<file path="src/rtl/xfc_pkg.sv">
package xfc_pkg;

  localparam int LVL_W = 7;

  typedef enum logic [2:0] {
    ST_IDLE,
    ST_WAIT,
    ST_SEND_OFF,
    ST_HOLD,
    ST_SEND_ON
  } xfc_state_e;

  function automatic logic [LVL_W-1:0] upper_step(input logic [1:0] sel);
    case (sel)
      2'd0:    upper_step = 7'd8;
      2'd1:    upper_step = 7'd16;
      2'd2:    upper_step = 7'd56;
      default: upper_step = 7'd60;
    endcase
  endfunction

  function automatic logic [LVL_W-1:0] lower_step(input logic [1:0] sel);
    case (sel)
      2'd0:    lower_step = 7'd0;
      2'd1:    lower_step = 7'd8;
      2'd2:    lower_step = 7'd16;
      default: lower_step = 7'd56;
    endcase
  endfunction

endpackage

</file>
<file path="src/rtl/xfc_thresh.sv">
module xfc_thresh
  import xfc_pkg::*;
#(
  parameter int CNT_W = 7
) (
  input  logic [CNT_W-1:0] fill,
  input  logic [1:0]       sel,
  output logic             at_upper,
  output logic             at_lower
);
  localparam int EXT = CNT_W - LVL_W;

  logic [CNT_W-1:0] up_lvl;
  logic [CNT_W-1:0] lo_lvl;

  assign up_lvl   = {{EXT{1'b0}}, upper_step(sel)};
  assign lo_lvl   = {{EXT{1'b0}}, lower_step(sel)};
  assign at_upper = (fill >= up_lvl);
  assign at_lower = (fill <= lo_lvl);
endmodule

</file>
<file path="src/rtl/xfc_delay.sv">
module xfc_delay #(
  parameter int DELAY_CHARS = 2
) (
  input  logic clk,
  input  logic rst_n,
  input  logic run,
  input  logic tick,
  output logic done
);
  localparam int CW = $clog2(DELAY_CHARS + 1);
  localparam logic [CW-1:0] LAST = CW'(DELAY_CHARS - 1);

  logic [CW-1:0] cnt_q;
  logic [CW-1:0] cnt_d;

  always_comb begin
    cnt_d = cnt_q;
    if (!run)
      cnt_d = '0;
    else if (tick)
      cnt_d = cnt_q + 1'b1;
  end

  always_ff @(posedge clk or negedge rst_n) begin
    if (!rst_n)
      cnt_q <= '0;
    else
      cnt_q <= cnt_d;
  end

  assign done = run && tick && (cnt_q == LAST);
endmodule

</file>
<file path="src/rtl/xfc_ctrl.sv">
module xfc_ctrl
  import xfc_pkg::*;
#(
  parameter int DATA_W = 8
) (
  input  logic              clk,
  input  logic              rst_n,
  input  logic              en,
  input  logic              pair,
  input  logic              at_upper,
  input  logic              at_lower,
  input  logic              delay_done,
  input  logic [DATA_W-1:0] off_a,
  input  logic [DATA_W-1:0] off_b,
  input  logic [DATA_W-1:0] on_a,
  input  logic [DATA_W-1:0] on_b,
  input  logic              ack,
  output logic              waiting,
  output logic              sending_off,
  output logic              seq_idx,
  output logic              req,
  output logic [DATA_W-1:0] char_out
);
  xfc_state_e st_q, st_d;
  logic       idx_q, idx_d;

  always_comb begin
    st_d  = st_q;
    idx_d = idx_q;
    case (st_q)
      ST_IDLE: begin
        if (en && at_upper)
          st_d = ST_WAIT;
      end
      ST_WAIT: begin
        if (!en || at_lower)
          st_d = ST_IDLE;
        else if (delay_done) begin
          st_d  = ST_SEND_OFF;
          idx_d = 1'b0;
        end
      end
      ST_SEND_OFF: begin
        if (ack) begin
          if (pair && !idx_q)
            idx_d = 1'b1;
          else begin
            st_d  = ST_HOLD;
            idx_d = 1'b0;
          end
        end
      end
      ST_HOLD: begin
        if (at_lower)
          st_d = ST_SEND_ON;
      end
      ST_SEND_ON: begin
        if (ack) begin
          if (pair && !idx_q)
            idx_d = 1'b1;
          else begin
            st_d  = ST_IDLE;
            idx_d = 1'b0;
          end
        end
      end
      default: begin
        st_d  = ST_IDLE;
        idx_d = 1'b0;
      end
    endcase
  end

  always_ff @(posedge clk or negedge rst_n) begin
    if (!rst_n) begin
      st_q  <= ST_IDLE;
      idx_q <= 1'b0;
    end else begin
      st_q  <= st_d;
      idx_q <= idx_d;
    end
  end

  assign waiting     = (st_q == ST_WAIT);
  assign sending_off = (st_q == ST_SEND_OFF);
  assign seq_idx     = idx_q;
  assign req         = (st_q == ST_SEND_OFF) || (st_q == ST_SEND_ON);

  always_comb begin
    if (st_q == ST_SEND_OFF)
      char_out = idx_q ? off_b : off_a;
    else
      char_out = idx_q ? on_b : on_a;
  end
endmodule

</file>
<file path="src/rtl/rxlvl_flow_gen.sv">
module rxlvl_flow_gen #(
  parameter int CNT_W       = 7,
  parameter int DATA_W      = 8,
  parameter int DELAY_CHARS = 2
) (
  input  logic              clk,
  input  logic              rst_n,
  input  logic [CNT_W-1:0]  rx_fill,
  input  logic [1:0]        thr_sel,
  input  logic              lvl_en,
  input  logic              pair_mode,
  input  logic [DATA_W-1:0] stop_a,
  input  logic [DATA_W-1:0] stop_b,
  input  logic [DATA_W-1:0] go_a,
  input  logic [DATA_W-1:0] go_b,
  input  logic              char_tick,
  output logic              fc_req,
  output logic [DATA_W-1:0] fc_char,
  input  logic              fc_ack
);
  logic at_upper_w;
  logic at_lower_w;
  logic waiting_w;
  logic done_w;
  logic send_off_w;
  logic idx_w;

  xfc_thresh #(.CNT_W(CNT_W)) u_thresh (
    .fill     (rx_fill),
    .sel      (thr_sel),
    .at_upper (at_upper_w),
    .at_lower (at_lower_w)
  );

  xfc_delay #(.DELAY_CHARS(DELAY_CHARS)) u_delay (
    .clk   (clk),
    .rst_n (rst_n),
    .run   (waiting_w),
    .tick  (char_tick),
    .done  (done_w)
  );

  xfc_ctrl #(.DATA_W(DATA_W)) u_ctrl (
    .clk         (clk),
    .rst_n       (rst_n),
    .en          (lvl_en),
    .pair        (pair_mode),
    .at_upper    (at_upper_w),
    .at_lower    (at_lower_w),
    .delay_done  (done_w),
    .off_a       (stop_a),
    .off_b       (stop_b),
    .on_a        (go_a),
    .on_b        (go_b),
    .ack         (fc_ack),
    .waiting     (waiting_w),
    .sending_off (send_off_w),
    .seq_idx     (idx_w),
    .req         (fc_req),
    .char_out    (fc_char)
  );
endmodule

</file>
<file path="config.mk">
export PLATFORM = sky130hd
export DESIGN_NAME = rxlvl_flow_gen
export DESIGN_NICKNAME = d
export VERILOG_FILES = /design/src/rtl/xfc_pkg.sv /design/src/rtl/xfc_thresh.sv /design/src/rtl/xfc_delay.sv /design/src/rtl/xfc_ctrl.sv /design/src/rtl/rxlvl_flow_gen.sv
export SDC_FILE = /design/constraint.sdc
export NUM_CORES = 1
export LEC_CHECK = 0
export BUFFER_PORTS_ARGS = -buffer_cell sky130_fd_sc_hd__buf_4
export CORE_UTILIZATION = 36
export DETAILED_ROUTE_END_ITERATION = 7
export PLACE_DENSITY_LB_ADDON = 0.08
export SLEW_MARGIN = 10
export SYNTH_ARGS = -nofsm -noshare
export SYNTH_HDL_FRONTEND = slang
export SYNTH_HIERARCHICAL = 1
export SYNTH_SLANG_ARGS = --single-unit
</file>
<file path="constraint.sdc">
create_clock -name clk -period 1.5 [get_ports clk]
set_clock_uncertainty 0.15 [all_clocks]
set_input_delay 0.3 -clock clk [delete_from_list [all_inputs] [get_ports clk]]
set_output_delay 0.3 -clock clk [all_outputs]
set_load 0.01 [all_outputs]
</file>
==> out/qor.yml <==
timing:
  fin_crit_ps: 1970
  maxSlewViolCount: 0
  clock.fmax_ghz: 0.509
  hold_viol: 0
  setup_tns_ps: -4590
  finalCritPeriodShare_pct: 131
  max_slew_margin_pct: 81.8
  tightest_slew_ps: 270
  layout_setup_ws_ps: -466
  rsz0062_at_grt: "true"
  finalSetupViolations: 12
synthesis:
  synthesis.area_um2: 759
  synthCells: 68
  ys.flop_type: "dfrtp_1"
  syn_nets: 122
  synth.distinct_cells: 31
  async_reset_ff_share_pct: 100
  ys_seq_area_share_pct: 19.8
  yosysWarnings: 6
  synth_edf_count: 0
  avgSynthCellArea_um2: 11.2
  synth_seq_cells: 6
status:
  violations: "setup timing"
  status: "finished with violations"
detailed_routing:
  ant_nets: 0
  first_pass_iters: 4
  drc: 0
  routed_wirelength_um: 2420
  vias: 881
  wl_per_cell_um: 14.2
  drt_iter0_drc: 7
  routed_via_density: 5.18
placement:
  io_buffers: 55
  dp_slack_ps: -395
  place_inst: 163
  place_area_um2: 1330
  place_congestion: 0.842
  dp_hpwl_um: 1710
setup_path:
  required_ps: 1050
  slowest_delay_ps: 420
  worst-path-stages: 4
  ff2ff_path_depth: 8
  r2r_start: "u_ctrl/st_q[2]"
  cp_max_fo: 8
  endpoint: "fc_char[2]"
  path_cells: "nor3b_4 > buf_12 > mux4_2 > buf_6"
  startpoint: "u_ctrl/st_q[2]"
  cp_num_buf_inv: 2
  critPathLaunchType: "register"
  critPathSlowestCell: "dfrtp_2"
  critical_path_class: "reg -> out"
  arrival_ps: 1520
  critPathTopFamily: "flip-flops"
  r2r_slack_ps: -320
  cp-end-kind: "primary output"
  reg2reg_to: "u_ctrl/seq_idx"
finish:
  area_growth_pct: 101
  drive_above_1_share_pct: 74.1
  fin_nets: 198
  postLayoutCellArea_um2: 1530
  finalNonFillerCells: 170
  layout_common_cells: "58 x buf_4, 11 x buf_6, 8 x mux4_2, 5 x ha_1"
  diodes: 0
  mostFrequentLayoutCell: "buf_4"
global_route:
  grt_pass1_wl_um: 3180
  grt.overflow.total: 0
  grt_max_degree: 9
  grt_usage_pct: 19.4
  grt_pass1_vias: 843
  antenna_found_initial: 0
power_and_ir_drop:
  p_leak_nw: 0.717
  power_density_nw_per_um2: 1180
  total_power_mw: 1.80
  irDropWorstVdd_mv: 1.23
clock_tree:
  cts-root-buf: "clkbuf_4"
  htree_levels: 1
  cts_num_sinks: 6
  cts_buffer_depth: 2
  cts_tree: "built"
  clk_pin_slew_ps: 50
  clock_latency_ps: 240
  numCtsBuffers: 3
hold_path:
  hp-class: "in -> reg"
die:
  chipHeight_um: 47.9
  dieArea_um2: 2300
  start_util_pct: 38.3
  ios: 56
  dieWidth_um: 47.9
  rows: 16
  fp.coreArea_um2: 1980
flow_run:
  cap_violations: 0
[flip-flops by register name (all words and copies together), names as in the netlist]
register        count
u_ctrl/seq_idx      1
u_ctrl/st_q         3
u_delay/cnt_q       2
[repair_timing]
action | in CTS | in global routing
hold endpoints to repair | 6 | 0
pin swaps | 7 | 12
setup endpoints to repair | 12 | 13
hold buffers | 1 | 0
setup buffers | 1 | 2
resized for setup | 16 | 18
[synth_stat cells (2+ instances only)]
master    instances  area share (%)
and2_1            2             1.6
inv_1             5             2.5
nand2b_1          2             1.6
mux4_1            8              28
nor2_1            2            0.99
nor3_1            2             1.3
nand2_1           4             2.0
nand3_1           2             1.3
ha_1              7              12
a21oi_1           4             2.6
o31ai_1           3             3.0
dfrtp_1           6              20
nor2b_1           3             2.5
[worst min path at each step]
stage | from | endpoint | slack [ps] | depth (start not counted)
floorplan | rst_n | u_ctrl/seq_idx | -150 | 0
global placement | rst_n | u_delay/cnt_q[0] | -40 | 1
detailed placement | rst_n | u_delay/cnt_q[0] | -40 | 1
CTS | char_tick | u_delay/cnt_q[1] | 190 | 2
global route | char_tick | u_delay/cnt_q[1] | 190 | 2
finish | char_tick | u_delay/cnt_q[1] | 190 | 2
[cells by family after synthesis]
group | Yosys count | share of synthesized area [%]
AOI/OAI and AO/OA | 15 | 13.8
xor gates and xnor gates | 1 | 1.15
adders and majority gates | 7 | 11.5
buffers and inverters | 7 | 4.94
DFF | 6 | 19.8
muxes | 8 | 27.7
and+or+nand+nor | 24 | 21.1
[through the flow]
| stage | hold slack [ps] | util, % |
|---|---|---|
| floorplan | -146 | - |
| global placement | -39.2 | 67.0 |
| detailed placement | -37.4 | 67.0 |
| CTS | 185 | 72.5 |
| global route | 186 | 77.1 |
| finish | 186 | 77.1 |
[cell type report]
class                           count  area [um2]
Clock buffer                        4        26.3
Fill cell                         137         454
Inverter                            5        18.8
Multi-Input combinational cell     55         672
Sequential cell                     6         153
Tap cell                           27        33.8
Timing Repair Buffer               73         624
[layer usage]
metal | vias to the layer above | wire length (um) | share of wire (%) | track usage (%)
met5 | - | 0 | 0 | 0
met4 | 0 | 51 | 2.1 | 6.11
met3 | 6 | 251 | 10 | 2.64
met2 | 50 | 1350 | 56 | 40.0
met1 | 406 | 762 | 32 | 19.3
li1 | 419 | - | - | -
[where the power goes]
part,total (mW),internal [mW],switching (mW)
sequential,0.270,0.222,0.0477
clock,0.159,0.101,0.0583
combinational,1.37,0.857,0.515
No activity file was read; power rests on OpenSTA's default activity.
